File: src/rtl/ea_pkg.sv
package ea_pkg;
  localparam int unsigned AW = 16;
  localparam int unsigned DW = 8;
  localparam int unsigned MW = 4;
  localparam int unsigned XW = 2;
  localparam int unsigned ZH = AW - DW;

  typedef logic [AW-1:0] addr_t;
  typedef logic [DW-1:0] byte_t;

  typedef enum logic [MW-1:0] {
    M_ZP  = 4'd0,
    M_ZPX = 4'd1,
    M_ZPY = 4'd2,
    M_ABS = 4'd3,
    M_ABX = 4'd4,
    M_ABY = 4'd5,
    M_IZX = 4'd6,
    M_IZY = 4'd7,
    M_REL = 4'd8
  } mode_e;

  typedef enum logic [1:0] {
    S_IDLE,
    S_ISSUE,
    S_CAPT,
    S_FIN
  } seq_st_e;
endpackage

File: src/rtl/ea_seq.sv
module ea_seq
  import ea_pkg::*;
(
  input  logic          clk_i,
  input  logic          rst_ni,
  input  logic          start_i,
  input  logic [MW-1:0] mode_i,
  input  logic          wr_i,
  input  logic          taken_i,
  input  addr_t         pc_i,
  input  byte_t         x_i,
  input  byte_t         y_i,
  input  byte_t         rdata_i,
  output logic          mem_re_o,
  output addr_t         mem_addr_o,
  output logic          calc_o,
  output mode_e         mode_o,
  output logic          wr_o,
  output logic          taken_o,
  output addr_t         pc_o,
  output byte_t         x_o,
  output byte_t         y_o,
  output byte_t         op0_o,
  output byte_t         op1_o,
  output byte_t         pt0_o,
  output byte_t         pt1_o
);
  seq_st_e    st_q;
  logic [1:0] ridx_q;
  mode_e      mode_q;
  logic       wr_q, taken_q;
  addr_t      pc_q;
  byte_t      x_q, y_q, op0_q, op1_q, pt0_q, pt1_q;
  byte_t      zpp;
  logic       two_op, via_ptr;

  assign two_op  = (mode_q == M_ABS) || (mode_q == M_ABX) || (mode_q == M_ABY);
  assign via_ptr = (mode_q == M_IZX) || (mode_q == M_IZY);
  assign zpp     = (mode_q == M_IZX) ? byte_t'(op0_q + x_q) : op0_q;

  always_ff @(posedge clk_i or negedge rst_ni) begin
    if (!rst_ni) begin
      st_q    <= S_IDLE;
      ridx_q  <= '0;
      mode_q  <= M_ZP;
      wr_q    <= 1'b0;
      taken_q <= 1'b0;
      pc_q    <= '0;
      x_q     <= '0;
      y_q     <= '0;
      op0_q   <= '0;
      op1_q   <= '0;
      pt0_q   <= '0;
      pt1_q   <= '0;
    end else begin
      unique case (st_q)
        S_IDLE: if (start_i) begin
          mode_q  <= (mode_i > MW'(M_REL)) ? M_ZP : mode_e'(mode_i);
          wr_q    <= wr_i;
          taken_q <= taken_i;
          pc_q    <= pc_i;
          x_q     <= x_i;
          y_q     <= y_i;
          ridx_q  <= 2'd0;
          st_q    <= S_ISSUE;
        end
        S_ISSUE: st_q <= S_CAPT;
        S_CAPT: begin
          unique case (ridx_q)
            2'd0: begin
              op0_q <= rdata_i;
              if (two_op) begin
                ridx_q <= 2'd1; st_q <= S_ISSUE;
              end else if (via_ptr) begin
                ridx_q <= 2'd2; st_q <= S_ISSUE;
              end else begin
                st_q <= S_FIN;
              end
            end
            2'd1: begin op1_q <= rdata_i; st_q <= S_FIN; end
            2'd2: begin pt0_q <= rdata_i; ridx_q <= 2'd3; st_q <= S_ISSUE; end
            default: begin pt1_q <= rdata_i; st_q <= S_FIN; end
          endcase
        end
        default: st_q <= S_IDLE;
      endcase
    end
  end

  always_comb begin
    unique case (ridx_q)
      2'd0:    mem_addr_o = pc_q;
      2'd1:    mem_addr_o = pc_q + addr_t'(1);
      2'd2:    mem_addr_o = {{ZH{1'b0}}, zpp};
      default: mem_addr_o = {{ZH{1'b0}}, byte_t'(zpp + byte_t'(1))};
    endcase
  end

  assign mem_re_o = (st_q == S_ISSUE);
  assign calc_o   = (st_q == S_FIN);
  assign mode_o   = mode_q;
  assign wr_o     = wr_q;
  assign taken_o  = taken_q;
  assign pc_o     = pc_q;
  assign x_o      = x_q;
  assign y_o      = y_q;
  assign op0_o    = op0_q;
  assign op1_o    = op1_q;
  assign pt0_o    = pt0_q;
  assign pt1_o    = pt1_q;

  // pointer byte fetches stay in page zero
  a_r10_ptr_in_zp: assert property (@(posedge clk_i) disable iff (!rst_ni)
    mem_re_o && ridx_q[1] |-> mem_addr_o[AW-1:DW] == '0);

  // an operand-high fetch only follows an operand-low capture
  a_r2_lo_first: assert property (@(posedge clk_i) disable iff (!rst_ni)
    mem_re_o && (ridx_q == 2'd1) |-> $past(st_q) == S_CAPT && $past(ridx_q) == 2'd0);
endmodule

File: src/rtl/ea_calc.sv
module ea_calc
  import ea_pkg::*;
(
  input  mode_e          mode_i,
  input  logic           wr_i,
  input  logic           taken_i,
  input  addr_t          pc_i,
  input  byte_t          x_i,
  input  byte_t          y_i,
  input  byte_t          op0_i,
  input  byte_t          op1_i,
  input  byte_t          pt0_i,
  input  byte_t          pt1_i,
  output addr_t          ea_o,
  output logic           dummy_o,
  output addr_t          dummy_addr_o,
  output logic [XW-1:0]  extra_o,
  output addr_t          pc_next_o
);
  byte_t       idx;
  addr_t       base, isum, nxt, tgt;
  logic [DW:0] lo_sum;
  logic        indexed;

  always_comb begin
    idx     = (mode_i == M_ABX) ? x_i : y_i;
    base    = (mode_i == M_IZY) ? {pt1_i, pt0_i} : {op1_i, op0_i};
    lo_sum  = {1'b0, base[DW-1:0]} + {1'b0, idx};
    isum    = base + {{ZH{1'b0}}, idx};
    nxt     = pc_i + addr_t'(1);
    tgt     = nxt + {{ZH{op0_i[DW-1]}}, op0_i};
    indexed = (mode_i == M_ABX) || (mode_i == M_ABY) || (mode_i == M_IZY);

    ea_o         = {{ZH{1'b0}}, op0_i};
    dummy_o      = 1'b0;
    dummy_addr_o = '0;
    extra_o      = '0;
    pc_next_o    = nxt;

    unique case (mode_i)
      M_ZPX: ea_o = {{ZH{1'b0}}, byte_t'(op0_i + x_i)};
      M_ZPY: ea_o = {{ZH{1'b0}}, byte_t'(op0_i + y_i)};
      M_ABS: begin ea_o = {op1_i, op0_i}; pc_next_o = pc_i + addr_t'(2); end
      M_ABX, M_ABY: begin ea_o = isum; pc_next_o = pc_i + addr_t'(2); end
      M_IZX: ea_o = {pt1_i, pt0_i};
      M_IZY: ea_o = isum;
      M_REL: begin
        ea_o    = taken_i ? tgt : nxt;
        extra_o = !taken_i ? XW'(0) :
                  (nxt[AW-1:DW] != tgt[AW-1:DW]) ? XW'(2) : XW'(1);
      end
      default: ;
    endcase

    // writes/RMW always touch the unfixed address; reads only on carry
    if (indexed) begin
      if (wr_i) begin
        dummy_o      = 1'b1;
        dummy_addr_o = {base[AW-1:DW], lo_sum[DW-1:0]};
      end else if (lo_sum[DW]) begin
        dummy_o      = 1'b1;
        extra_o      = XW'(1);
        dummy_addr_o = isum ^ (addr_t'(1) << DW);
      end
    end
  end
endmodule

File: src/rtl/ea_gen.sv
module ea_gen
  import ea_pkg::*;
(
  input  logic          clk_i,
  input  logic          rst_ni,
  input  logic          start_i,
  input  logic [MW-1:0] mode_i,
  input  logic          wr_i,
  input  logic          taken_i,
  input  logic [AW-1:0] pc_i,
  input  logic [DW-1:0] x_i,
  input  logic [DW-1:0] y_i,
  output logic          mem_re_o,
  output logic [AW-1:0] mem_addr_o,
  input  logic [DW-1:0] mem_rdata_i,
  output logic          done_o,
  output logic [AW-1:0] ea_o,
  output logic          dummy_o,
  output logic [AW-1:0] dummy_addr_o,
  output logic [XW-1:0] extra_o,
  output logic [AW-1:0] pc_next_o
);
  logic          calc;
  mode_e         mode_l;
  logic          wr_l, taken_l;
  addr_t         pc_l;
  byte_t         x_l, y_l, op0, op1, pt0, pt1;
  addr_t         c_ea, c_daddr, c_pcn;
  logic          c_dummy;
  logic [XW-1:0] c_extra;

  ea_seq u_seq (
    .clk_i      (clk_i),
    .rst_ni     (rst_ni),
    .start_i    (start_i),
    .mode_i     (mode_i),
    .wr_i       (wr_i),
    .taken_i    (taken_i),
    .pc_i       (pc_i),
    .x_i        (x_i),
    .y_i        (y_i),
    .rdata_i    (mem_rdata_i),
    .mem_re_o   (mem_re_o),
    .mem_addr_o (mem_addr_o),
    .calc_o     (calc),
    .mode_o     (mode_l),
    .wr_o       (wr_l),
    .taken_o    (taken_l),
    .pc_o       (pc_l),
    .x_o        (x_l),
    .y_o        (y_l),
    .op0_o      (op0),
    .op1_o      (op1),
    .pt0_o      (pt0),
    .pt1_o      (pt1)
  );

  ea_calc u_calc (
    .mode_i       (mode_l),
    .wr_i         (wr_l),
    .taken_i      (taken_l),
    .pc_i         (pc_l),
    .x_i          (x_l),
    .y_i          (y_l),
    .op0_i        (op0),
    .op1_i        (op1),
    .pt0_i        (pt0),
    .pt1_i        (pt1),
    .ea_o         (c_ea),
    .dummy_o      (c_dummy),
    .dummy_addr_o (c_daddr),
    .extra_o      (c_extra),
    .pc_next_o    (c_pcn)
  );

  always_ff @(posedge clk_i or negedge rst_ni) begin
    if (!rst_ni) begin
      done_o       <= 1'b0;
      ea_o         <= '0;
      dummy_o      <= 1'b0;
      dummy_addr_o <= '0;
      extra_o      <= '0;
      pc_next_o    <= '0;
    end else begin
      done_o <= calc;
      if (calc) begin
        ea_o         <= c_ea;
        dummy_o      <= c_dummy;
        dummy_addr_o <= c_daddr;
        extra_o      <= c_extra;
        pc_next_o    <= c_pcn;
      end
    end
  end

  a_r9_done_pulse: assert property (@(posedge clk_i) disable iff (!rst_ni)
    done_o |=> !done_o);

  a_r9_hold: assert property (@(posedge clk_i) disable iff (!rst_ni)
    !done_o |-> $stable(ea_o) && $stable(extra_o) && $stable(dummy_o));

  a_r4_dummy_low: assert property (@(posedge clk_i) disable iff (!rst_ni)
    done_o && dummy_o |-> dummy_addr_o[DW-1:0] == ea_o[DW-1:0]);

  a_r5_write_free: assert property (@(posedge clk_i) disable iff (!rst_ni)
    done_o && wr_l && (mode_l != M_REL) |-> extra_o == '0);

  a_r8_extra_range: assert property (@(posedge clk_i) disable iff (!rst_ni)
    done_o |-> extra_o != 2'd3);

  a_r3_plain_clean: assert property (@(posedge clk_i) disable iff (!rst_ni)
    done_o && (mode_l inside {M_ZP, M_ZPX, M_ZPY, M_ABS, M_IZX}) |-> !dummy_o && extra_o == '0);
endmodule

File: config.mk
export PLATFORM = sky130hd
export DESIGN_NAME = ea_gen
export DESIGN_NICKNAME = d
export VERILOG_FILES = /design/src/rtl/ea_pkg.sv /design/src/rtl/ea_seq.sv /design/src/rtl/ea_calc.sv /design/src/rtl/ea_gen.sv
export SDC_FILE = /design/constraint.sdc
export NUM_CORES = 1
export LEC_CHECK = 0
export BUFFER_PORTS_ARGS = -buffer_cell sky130_fd_sc_hd__buf_2
export CAP_MARGIN = 0
export CELL_PAD_IN_SITES_DETAIL_PLACEMENT = 0
export CELL_PAD_IN_SITES_GLOBAL_PLACEMENT = 2
export CORE_ASPECT_RATIO = 1.75
export CORE_UTILIZATION = 33
export DETAILED_ROUTE_END_ITERATION = 8
export GPL_ROUTABILITY_DRIVEN = 0
export PLACE_DENSITY_LB_ADDON = 0.1
export SLEW_MARGIN = 20
export SYNTH_ARGS = -nofsm -noshare
export SYNTH_HDL_FRONTEND = slang
export SYNTH_SLANG_ARGS = --single-unit
File: constraint.sdc
create_clock -name clk_i -period 3.4 [get_ports clk_i]
set_input_delay 0.68 -clock clk_i [delete_from_list [all_inputs] [get_ports clk_i]]
set_output_delay 0.68 -clock clk_i [all_outputs]
set_load 0.01 [all_outputs]
Word-level counts from Yosys, hierarchy flattened
Cells that the tools add are included.
{"block": "op_classes", "muxes": 30, "addsub": 8, "n_reduce_logical": 17, "n_eq_ne": 17, "n_lt_le_gt_ge": 1, "bitwise_logic": 2}
{"operator": "$mux 16", "n": 6}
{"operator": "$pmux 16 s6", "n": 1}
{"operator": "$pmux 16 s3", "n": 1}
{"operator": "$mux 2", "n": 12}
{"operator": "$add 16x1->16 const B", "n": 1}
{"operator": "$add 16x16->16", "n": 1}
{"operator": "$add 16x2->16 const B", "n": 1}
{"operator": "$add 16x8->16", "n": 1}
{"operator": "$add 8x8->8", "n": 2}
{"operator": "$eq 4x3->1 const B", "n": 4}
{"operator": "$mux 8", "n": 2}
{"operator": "$pmux 2 s2", "n": 3}
{"operator": "$reduce_and 2->1", "n": 5}
{"operator": "$add 8x8->9", "n": 1}
{"operator": "$reduce_or 3->1", "n": 3}
{"operator": "$add 8x1->8 const B", "n": 1}
{"operator": "$eq 4x2->1 const B", "n": 2}
{"operator": "$ne 8x8->1", "n": 1}
{"operator": "$eq 2x2->1 const B", "n": 3}
{"operator": "$pmux 2 s3", "n": 1}
{"operator": "$logic_or 1x1->1", "n": 5}
{"operator": "$eq 2x1->1 const B", "n": 2}
{"operator": "$eq 4x1->1 const B", "n": 1}
{"operator": "$eq 4x4->1 const B", "n": 1}
{"operator": "10 further kinds", "n": 14}
{"block": "totals", "reg_bits": 126, "word_cells": 93, "output_inout_bits": 69, "input_bits": 49}

Logic depth before layout (Yosys ltp)
Gate-level depths: netlist of the first run.
{"block": "logic_depth", "word_depth": 9, "depth_mapped": 16, "depth_no_buf": 14}

Modules after synthesis
Synthesis of the first run repeated with hierarchy kept, for this count alone.
{"block": "hier_totals", "hier_cells": 929, "hier_area_um2": 9440.3}
{"mod": "ea_seq", "area_per_inst_um2": 3881.2, "cells_each": 348, "instances": 1, "seq_area_each_um2": 1851.8}
{"mod": "ea_calc", "area_per_inst_um2": 3384.5, "cells_each": 472, "instances": 1, "seq_area_each_um2": 0.0}
{"mod": "ea_gen", "area_per_inst_um2": 2174.6, "cells_each": 109, "instances": 1, "seq_area_each_um2": 1301.2}

Least setup slack after synthesis of the first run
No wires, ideal clock.
{"block": "synth_path", "path_kind": "reg-to-reg", "start": "register u_seq.mode_q[3], in the netlist u_seq.mode_o[3]", "end": "register dummy_addr_o[15]", "stages_incl_launch_ff": 14, "synth_period_minus_slack_ns": 3.401, "setup_ns": 0.125, "arrival_ns": 3.276, "required_ns": 3.275, "path_slack_ns": -0.001, "path_buffers": 1, "path_cell_list": "dfrtp_1 -> clkbuf_1 -> nand2b_1 -> nor3_2 -> mux2_2 -> ha_1 -> o21ai_1 -> o21bai_1 -> o22ai_1 -> a2bb2oi_2 -> or4_4 -> mux2i_1 -> a21oi_1 -> o21ai_1"}
{"block": "synth_between", "elab_chain_cells": 6}
{"item": "start: declaration", "line_no": "ea_seq.sv:30", "rtl": "mode_e mode_q;"}
{"item": "start signal: assignment", "line_no": "ea_seq.sv:58", "rtl": "mode_q <= (mode_i > MW'(M_REL)) ? M_ZP : mode_e'(mode_i);"}
{"item": "$eq 4x3->1, on equally long branches", "line_no": "ea_calc.sv:27, ea_calc.sv:32, ea_calc.sv:26"}
{"item": "$mux 16 or $mux 8 (tied branches)", "line_no": "ea_calc.sv:27, ea_calc.sv:26"}
{"item": "$add 16x8->16 or $add 8x8->9 (tied branches)", "line_no": "ea_calc.sv:29, ea_calc.sv:28"}
{"item": "$mux 16", "line_no": "ea_calc.sv:60", "rtl": "end else if (lo_sum[DW]) begin"}
{"item": "$mux 16", "line_no": "ea_calc.sv:57", "rtl": "if (wr_i) begin"}
{"item": "$mux 16 (*)", "line_no": "ea_calc.sv:56", "rtl": "if (indexed) begin"}
{"item": "end signal: assignment", "line_no": "ea_gen.sv:89", "rtl": "dummy_addr_o <= c_daddr;"}
{"item": "end: declaration", "line_no": "ea_gen.sv:19", "rtl": "output logic [AW-1:0] dummy_addr_o,"}
Every way passes the cells marked *; elsewhere a longest branch is shown, timed or not.
A chain may end at the register's enable or synchronous reset.

Final worst setup path of the first run
{"block": "layout_path", "start": "register u_seq.op0_q[0], in the netlist u_seq.op0_o[0]", "end": "output port mem_addr_o[7]"}
{"block": "layout_between", "elab_chain_cells": 4}
{"item": "start: declaration", "line_no": "ea_seq.sv:33", "rtl": "byte_t x_q, y_q, op0_q, op1_q, pt0_q, pt1_q;"}
{"item": "start signal: assignment", "line_no": "ea_seq.sv:71", "rtl": "op0_q <= rdata_i;"}
{"item": "$add 8x8->8", "line_no": "ea_seq.sv:39", "rtl": "assign zpp = (mode_q == M_IZX) ? byte_t'(op0_q + x_q) : op0_q;"}
{"item": "$mux 8 (*)", "line_no": "ea_seq.sv:39"}
{"item": "$add 8x1->8", "line_no": "ea_seq.sv:95", "rtl": "default: mem_addr_o = {{ZH{1'b0}}, byte_t'(zpp + byte_t'(1))};"}
{"item": "$pmux 16 s3 (*)", "line_no": "ea_seq.sv:91", "rtl": "unique case (ridx_q)"}
{"item": "end: declaration", "line_no": "ea_gen.sv:14", "rtl": "output logic [AW-1:0] mem_addr_o,"}
Marks and branches as above.

==> metrics, run 1 <==
slowest CP cell=dfrtp_1; P_int=0.00816 W; most frequent cells in the layout=121 x dfrtp_1, 119 x buf_4, 115 x buf_2; Pins Over Slew Limit=0; total length of routed wires=between 30,000 and 40,000 µm; crit-path cells=ha_4, fa_2, a211oi_2, or4b_1, o2111ai_2, nand3_1, a21oi_2, and3_1, a32o_1, a31oi_1, buf_2; Final min period=roughly 3600 ps; IO Count=around 120; # setup viols final=4; initial DRC count=401; cells after synthesis=959; syn avg cell area=between 9 and 10 µm²; commonest non-fill, non-tap cell in the layout=dfrtp_1; Total Routing Usage GR=a little under a quarter; CTS tree=built; 1st-pass router iterations=5; die span in y=between 200 and 250 µm; worst-margin pin slew=a little under 1000 ps; Die Width=approximately 130 µm; DIE AREA=28,100 µm²; complex-gate fraction of the synthesized area=18.3%; worst-case clock buffer depth=2; DR vias=roughly 8,000; Cell Rows=between 70 and 80; Area Overhead vs Synth=30.4%; clock-pin slew on the worst setup and hold paths=approximately 60 ps; DRC=0; highest routed layer=met5; Initial Utilization=roughly 34%; combinational share of power=68.4%; max frequency=about 280 MHz; Root Buffer=clkbuf_16; CP Capture Type=output pin; sequential group share of total power=a little under 20%; Final Cell Area=11,800 µm²; Post-Syn Area=~9000 µm²; ys flop type=dfrtp_1; Hold/Removal Path Class=input port to asynchronous set/reset pin; distinct cell type count after synthesis=between 90 and 100; GRT Residual Overflow=0; Slew headroom=a little over a third; capturing point of the worst reg2reg path=ea_o[8]; Critical R2R Launch=u_seq.mode_o[3]; Critical Path Start Type=flop; first-pass GRT wire length=about 49,000 µm; WP data required=about 2700 ps; simple-gate area share of the yosys netlist=between 15 and 20%; area post-placement=~11,000 µm²; vias per cell=5.20; reg2reg setup slack=160 ps; WL met2=~17,000 µm; Clock Power Share=12.3%; Max-cap violations=0; Slowest Stage Delay on Critical Path=about 420 ps; Synth Net Count=1,054; Syn. warnings=0; pre-CTS WS=-60.4 ps; wire length per cell=20.5 µm; PortBufs=117; sw frac=a little under half; Num CTS Buffers=17; pwr dens=around 1300 nW/µm²; R2R depth=11; CTS H-tree depth=4; Post-DRT Antenna Nets=0; Hold Violations, Final=0; status=finished, violations left; adder-cell share of the synthesized area=about 6.7%; core area=between 20,000 and 30,000 µm²; vias in the first global route=8,340; dpl cells=~1,500; largest net degree at the start of global routing=54; share of cells above drive strength 1=37.6%; Final period util=106%; main combinational cell family by area after synthesis=compound AO/OA/AOI/OAI gates; FFs w/ async S/R, synth=100%; switching power=around 0.0072 W; worst vdd ir=~0.47 mV; WL met3=897 µm; Final Net Count=between 1,000 and 1,500; placed wire-length estimate=between 20,000 and 25,000 µm; Yosys reg bits=between 100 and 150; antenna diode instance count=0; total power=0.0154 W; crit path DAT=slightly below 3000 ps; Synth Area in XOR/XNOR=7.80%; RSZ-0062 raised after global routing=true; CP Class=flop to output pin; Pleak=~5.2 nW; WL met1=roughly 12,000 µm; initial antenna violation count=1; Final WS setup=-205 ps; Hold-fix buffers, CTS=0; multiplexer area fraction after synthesis=approximately an eighth; Post-synth EDFFs=0; clk_skew=10.0 ps; Clock Sinks=around 130; clock latency on the worst-skew pair=450 ps; register area share after synthesis=34.9%; CP max FO=3; fin cells=1,540; failing checks=negative setup slack
synthesized netlist by cell type (15+ instances only):
| library cell | count | area share [%] |
|---|---|---|
| dfrtp_1 | 126 | 35 |
| nand2_1 | 100 | 4.2 |
| mux2_2 | 80 | 10 |
| nor2_1 | 79 | 3.3 |
| o21ai_0 | 62 | 3.4 |
| a21oi_1 | 45 | 2.5 |
| ha_1 | 42 | 5.8 |
| xnor2_1 | 42 | 4.1 |
| clkbuf_1 | 33 | 1.4 |
| xor2_1 | 31 | 3.0 |
| mux2i_1 | 23 | 2.5 |
| nand3_1 | 21 | 1.2 |
| a211oi_1 | 17 | 1.4 |
| nor3_1 | 15 | 0.83 |
area by class of cell:
class / count / area, µm²
clock buffers: 18 / 439
clock inverters: 14 / 158
fillers: 2707 / 15000
inverters: 15 / 56.3
multi-input cells: 765 / 5980
flip-flops and latches: 126 / 3160
well taps: 364 / 455
repair buffers: 238 / 1530
critical path: cells and delay by family, from the launching register on:
family                     cells  cell delay (ps)
AOI/OAI and AO/OA              5              820
adders and majority gates      2              580
and+or+nand+nor                3              480
DFF                            1              420
buffers and inverters          1              160
metrics by stage:
stage / util, % / setup TNS, ps / hold WS [ps]
after CTS: 42.8 / -932 / 191
after floorplan: - / 0 / 384
final: 44.0 / -673 / 186
after global routing: 44.0 / -1390 / 224
after detailed placement: 40.0 / -147 / 461
after global placement: 40.0 / -168 / 454
power groups by stage:
stage	clock [W]	sequential (W)	combinational, W
final	0.00190	0.00296	0.0105
after global placement	0	0.00295	0.00966
after floorplan	0	0.00280	0.00608
after global routing	0.00200	0.00307	0.0115
after detailed placement	0	0.00296	0.00966
after CTS	0.00195	0.00294	0.00998
per-layer routing:
metal  vias to the layer above  global-route usage, %
li1                       3918                      -
met1                      3847                   25.8
met2                       177                   42.8
met3                        65                   3.31
met4                         2                   13.8
met5                         -                      0
state kept, by name, summed over array words and instances, names as in the netlist:
register	cells
done_o	1
u_seq.taken_o	1
u_seq.op1_o	8
extra_o	2
ea_o	16
u_seq.x_o	8
u_seq.y_o	8
u_seq.wr_o	1
u_seq.pc_o	16
u_seq.pt1_o	8
u_seq.pt0_o	8
dummy_o	1
u_seq.st_q	2
u_seq.ridx_q	2
dummy_addr_o	16
u_seq.op0_o	8
pc_next_o	16
u_seq.mode_o	4
cell families after synthesis:
family,Yosys count
AOI/OAI and AO/OA,245
xor gates and xnor gates,77
adders and majority gates,46
buffers and inverters,68
DFF,126
muxes,105
and+or+nand+nor,292
how the worst max path moves through the flow:
stage,depth (start not counted),to,from
5_1_grt,11,mem_addr_o[7],u_seq.op0_o[0]
6_report,11,mem_addr_o[7],u_seq.op0_o[0]
3_3_place_gp,9,mem_addr_o[7],u_seq.op0_o[1]
4_1_cts,11,mem_addr_o[7],u_seq.x_o[0]
2_1_floorplan,13,dummy_addr_o[15],u_seq.mode_o[0]
3_5_place_dp,10,mem_addr_o[7],u_seq.x_o[1]
timing repair:
item | CTS | global route
gates resized for setup | 25 | 56
endpoints found under the hold margin | 0 | 0
pin swaps | 11 | 16
setup buffers | 3 | 7
endpoints found under the setup margin | 8 | 26
Note: power is estimated with default switching activity, not from simulation.
==> run 2: changes to the inputs <==
--- a/config.mk
+++ b/config.mk
@@ -13,6 +13,7 @@
 export CORE_UTILIZATION = 33
 export DETAILED_ROUTE_END_ITERATION = 8
 export GPL_ROUTABILITY_DRIVEN = 0
+export GPL_TIMING_DRIVEN = 0
 export PLACE_DENSITY_LB_ADDON = 0.1
 export SLEW_MARGIN = 20
 export SYNTH_ARGS = -nofsm -noshare
==> run 2 against run 1 <==
Net effect: the run still ends with negative setup slack left; sequential share of layout area fell by 0.99 points; routed wire length rose by 6.9%; non-clock buffer count rose by 1; worst setup slack got worse by 87 ps; critical path type unchanged; critical endpoint unchanged; largest power group unchanged; highest routed layer is now met4.
==> metrics, run 2 (same netlist as run 1, synthesis figures left out) <==
status=finished, violations left (unchanged); failing checks=negative setup slack (unchanged); initial antenna violation count=0 (was 1); worst-case clock buffer depth=2 (unchanged); Max-cap violations=0 (unchanged); area post-placement=10,100 µm² (was 10,700 µm²); 1st-pass router iterations=5 (unchanged); crit path DAT=3010 ps (was 2920 ps); CP max FO=4 (was 3); WP data required=2720 ps (about the same); CTS tree=built (unchanged); share of cells above drive strength 1=41.0% (was 37.6%); clock latency on the worst-skew pair=450 ps (about the same); CTS H-tree depth=4 (unchanged); core area=26,800 µm² (unchanged); Critical Path Start Type=flop (unchanged); total length of routed wires=33,700 µm (was 31,500 µm); clock-pin slew on the worst setup and hold paths=60 ps (about the same); Final period util=109% (was 106%); Num CTS Buffers=17 (unchanged); Area Overhead vs Synth=35.8% (was 30.4%); vias per cell=5.27 (was 5.20); CP Class=flop to output pin (unchanged); # setup viols final=5 (was 4); DIE AREA=28,100 µm² (unchanged); Pins Over Slew Limit=0 (unchanged); Cell Rows=79 (unchanged); Final Net Count=1,259 (was 1,258); Final min period=3690 ps (was 3600 ps); Initial Utilization=33.7% (unchanged); vias in the first global route=8,622 (was 8,340); die span in y=221 µm (unchanged); placed wire-length estimate=25,400 µm (was 24,400 µm); Pleak=5.22 nW (about the same); WL met1=13,300 µm (was 12,300 µm); Hold/Removal Path Class=input port to asynchronous set/reset pin (unchanged); Final Cell Area=12,300 µm² (was 11,800 µm²); Die Width=127 µm (unchanged); WL met2=18,600 µm (was 16,600 µm); PortBufs=117 (unchanged); R2R depth=17 (was 11); pwr dens=1310 nW/µm² (about the same); IO Count=118 (unchanged); Clock Sinks=126 (unchanged); RSZ-0062 raised after global routing=true (unchanged); DRC=0 (unchanged); CP Capture Type=output pin (unchanged); Total Routing Usage GR=25.1% (was 23.6%); Hold-fix buffers, CTS=0 (unchanged); wire length per cell=21.9 µm (was 20.5 µm); DR vias=8,121 (was 8,009); worst hold slack=110 ps (was 186 ps); GRT Residual Overflow=0 (unchanged); initial DRC count=401 (unchanged); worst-margin pin slew=1090 ps (was 976 ps); antenna diode instance count=0 (unchanged); max frequency=271 MHz (was 277 MHz); worst vdd ir=0.466 mV (about the same); largest net degree at the start of global routing=85 (was 54); most frequent cells in the layout=120 x buf_2, 113 x dfrtp_1, 95 x nand2_1 (was 121 x dfrtp_1, 119 x buf_4, 115 x buf_2); Hold Violations, Final=0 (unchanged); highest routed layer=met4 (was met5); clk_skew=9.70 ps (was 10.0 ps); Root Buffer=clkbuf_16 (unchanged); pre-CTS WS=-842 ps (was -60.4 ps); first-pass GRT wire length=51,800 µm (was 48,800 µm); WL met3=929 µm (was 897 µm); Slew headroom=27.4% (was 35.0%); commonest non-fill, non-tap cell in the layout=buf_2 (was dfrtp_1); Post-DRT Antenna Nets=0 (unchanged); Final WS setup=-292 ps (was -205 ps)
run 2: changes by cell type in the layout (fill, tap and decap cells not counted), moves of 5 or more:
| cell | previous run | this run |
|---|---|---|
| nand3_2 | 0 | 5 |
| buf_2 | 115 | 120 |
| clkbuf_1 | 0 | 28 |
| o21ai_0 | 55 | 50 |
| dfrtp_2 | 5 | 13 |
| buf_6 | 2 | 11 |
| ha_4 | 6 | 20 |
| dfrtp_1 | 121 | 113 |
| buf_4 | 119 | 68 |
| ha_1 | 34 | 19 |
| o21ai_2 | 2 | 7 |
| xor2_1 | 27 | 22 |
| nand3_1 | 21 | 15 |
| nor3_1 | 14 | 8 |
run 2: worst paths after layout:
check                           startpoint                to  slack, ps
setup / recovery              u_seq.x_o[0]     mem_addr_o[7]       -290
hold / removal                      rst_ni      u_seq.y_o[6]        110
setup reg to reg           u_seq.mode_o[3]  dummy_addr_o[12]        110
hold reg to reg            dummy_addr_o[8]   dummy_addr_o[8]        470
max in group asynchronous           rst_ni     u_seq.pc_o[0]       2500
min in group clk_i                 pc_i[1]     u_seq.pc_o[1]        440
run 2: what timing repair did:
item | in CTS | in global routing
buffers inserted | 52 | 19
setup endpoints to repair | 42 | 29
gates resized for setup | 131 | 91
pin swaps | 42 | 42
run 2: routing by layer:
metal	GRT usage (%)	up-vias
met3	3.53	42
met4	9.64	0
met5	0	-
met2	48.1	171
met1	27.2	4006
li1	-	3902
run 2: metrics by stage:
step	utilization [%]	setup TNS, ps	power [W]	cells
after floorplan	-	0	0.00888	959
after global placement	37.6	-45610	0.0116	1440
after detailed placement	37.8	-19720	0.0116	1441
after CTS	43.7	-1150	0.0152	1521
after global routing	45.8	-1640	0.0172	1540
final	45.8	-1060	0.0161	1540
run 2: cell type report:
cell class	instances	area [µm²]
Inverter	15	56.3
Timing Repair Buffer	189	1190
Fill cell	2722	14500
Buffer	50	295
Multi-Input combinational cell	765	6530
Clock inverter	12	114
Sequential cell	126	3170
Tap cell	364	455
Clock buffer	19	453
run 2: critical path, stage by stage, from the launching register on:
cell and delay, ps:
dfrtp_2 440, ha_4 180, fa_2 390, a21o_1 190, a21oi_2 160, xnor2_2 110
mux2i_2 240, nor2_2 100, and3_1 190, a32o_1 210, a31oi_2 190, buf_2 170
run 2: report_power, final:
| group | switching [W] | internal [W] |
|---|---|---|
| clock network | 0.000758 | 0.00104 |
| logic | 0.00616 | 0.00517 |
| registers | 0.000749 | 0.00222 |
| total | 0.00766 | 0.00842 |
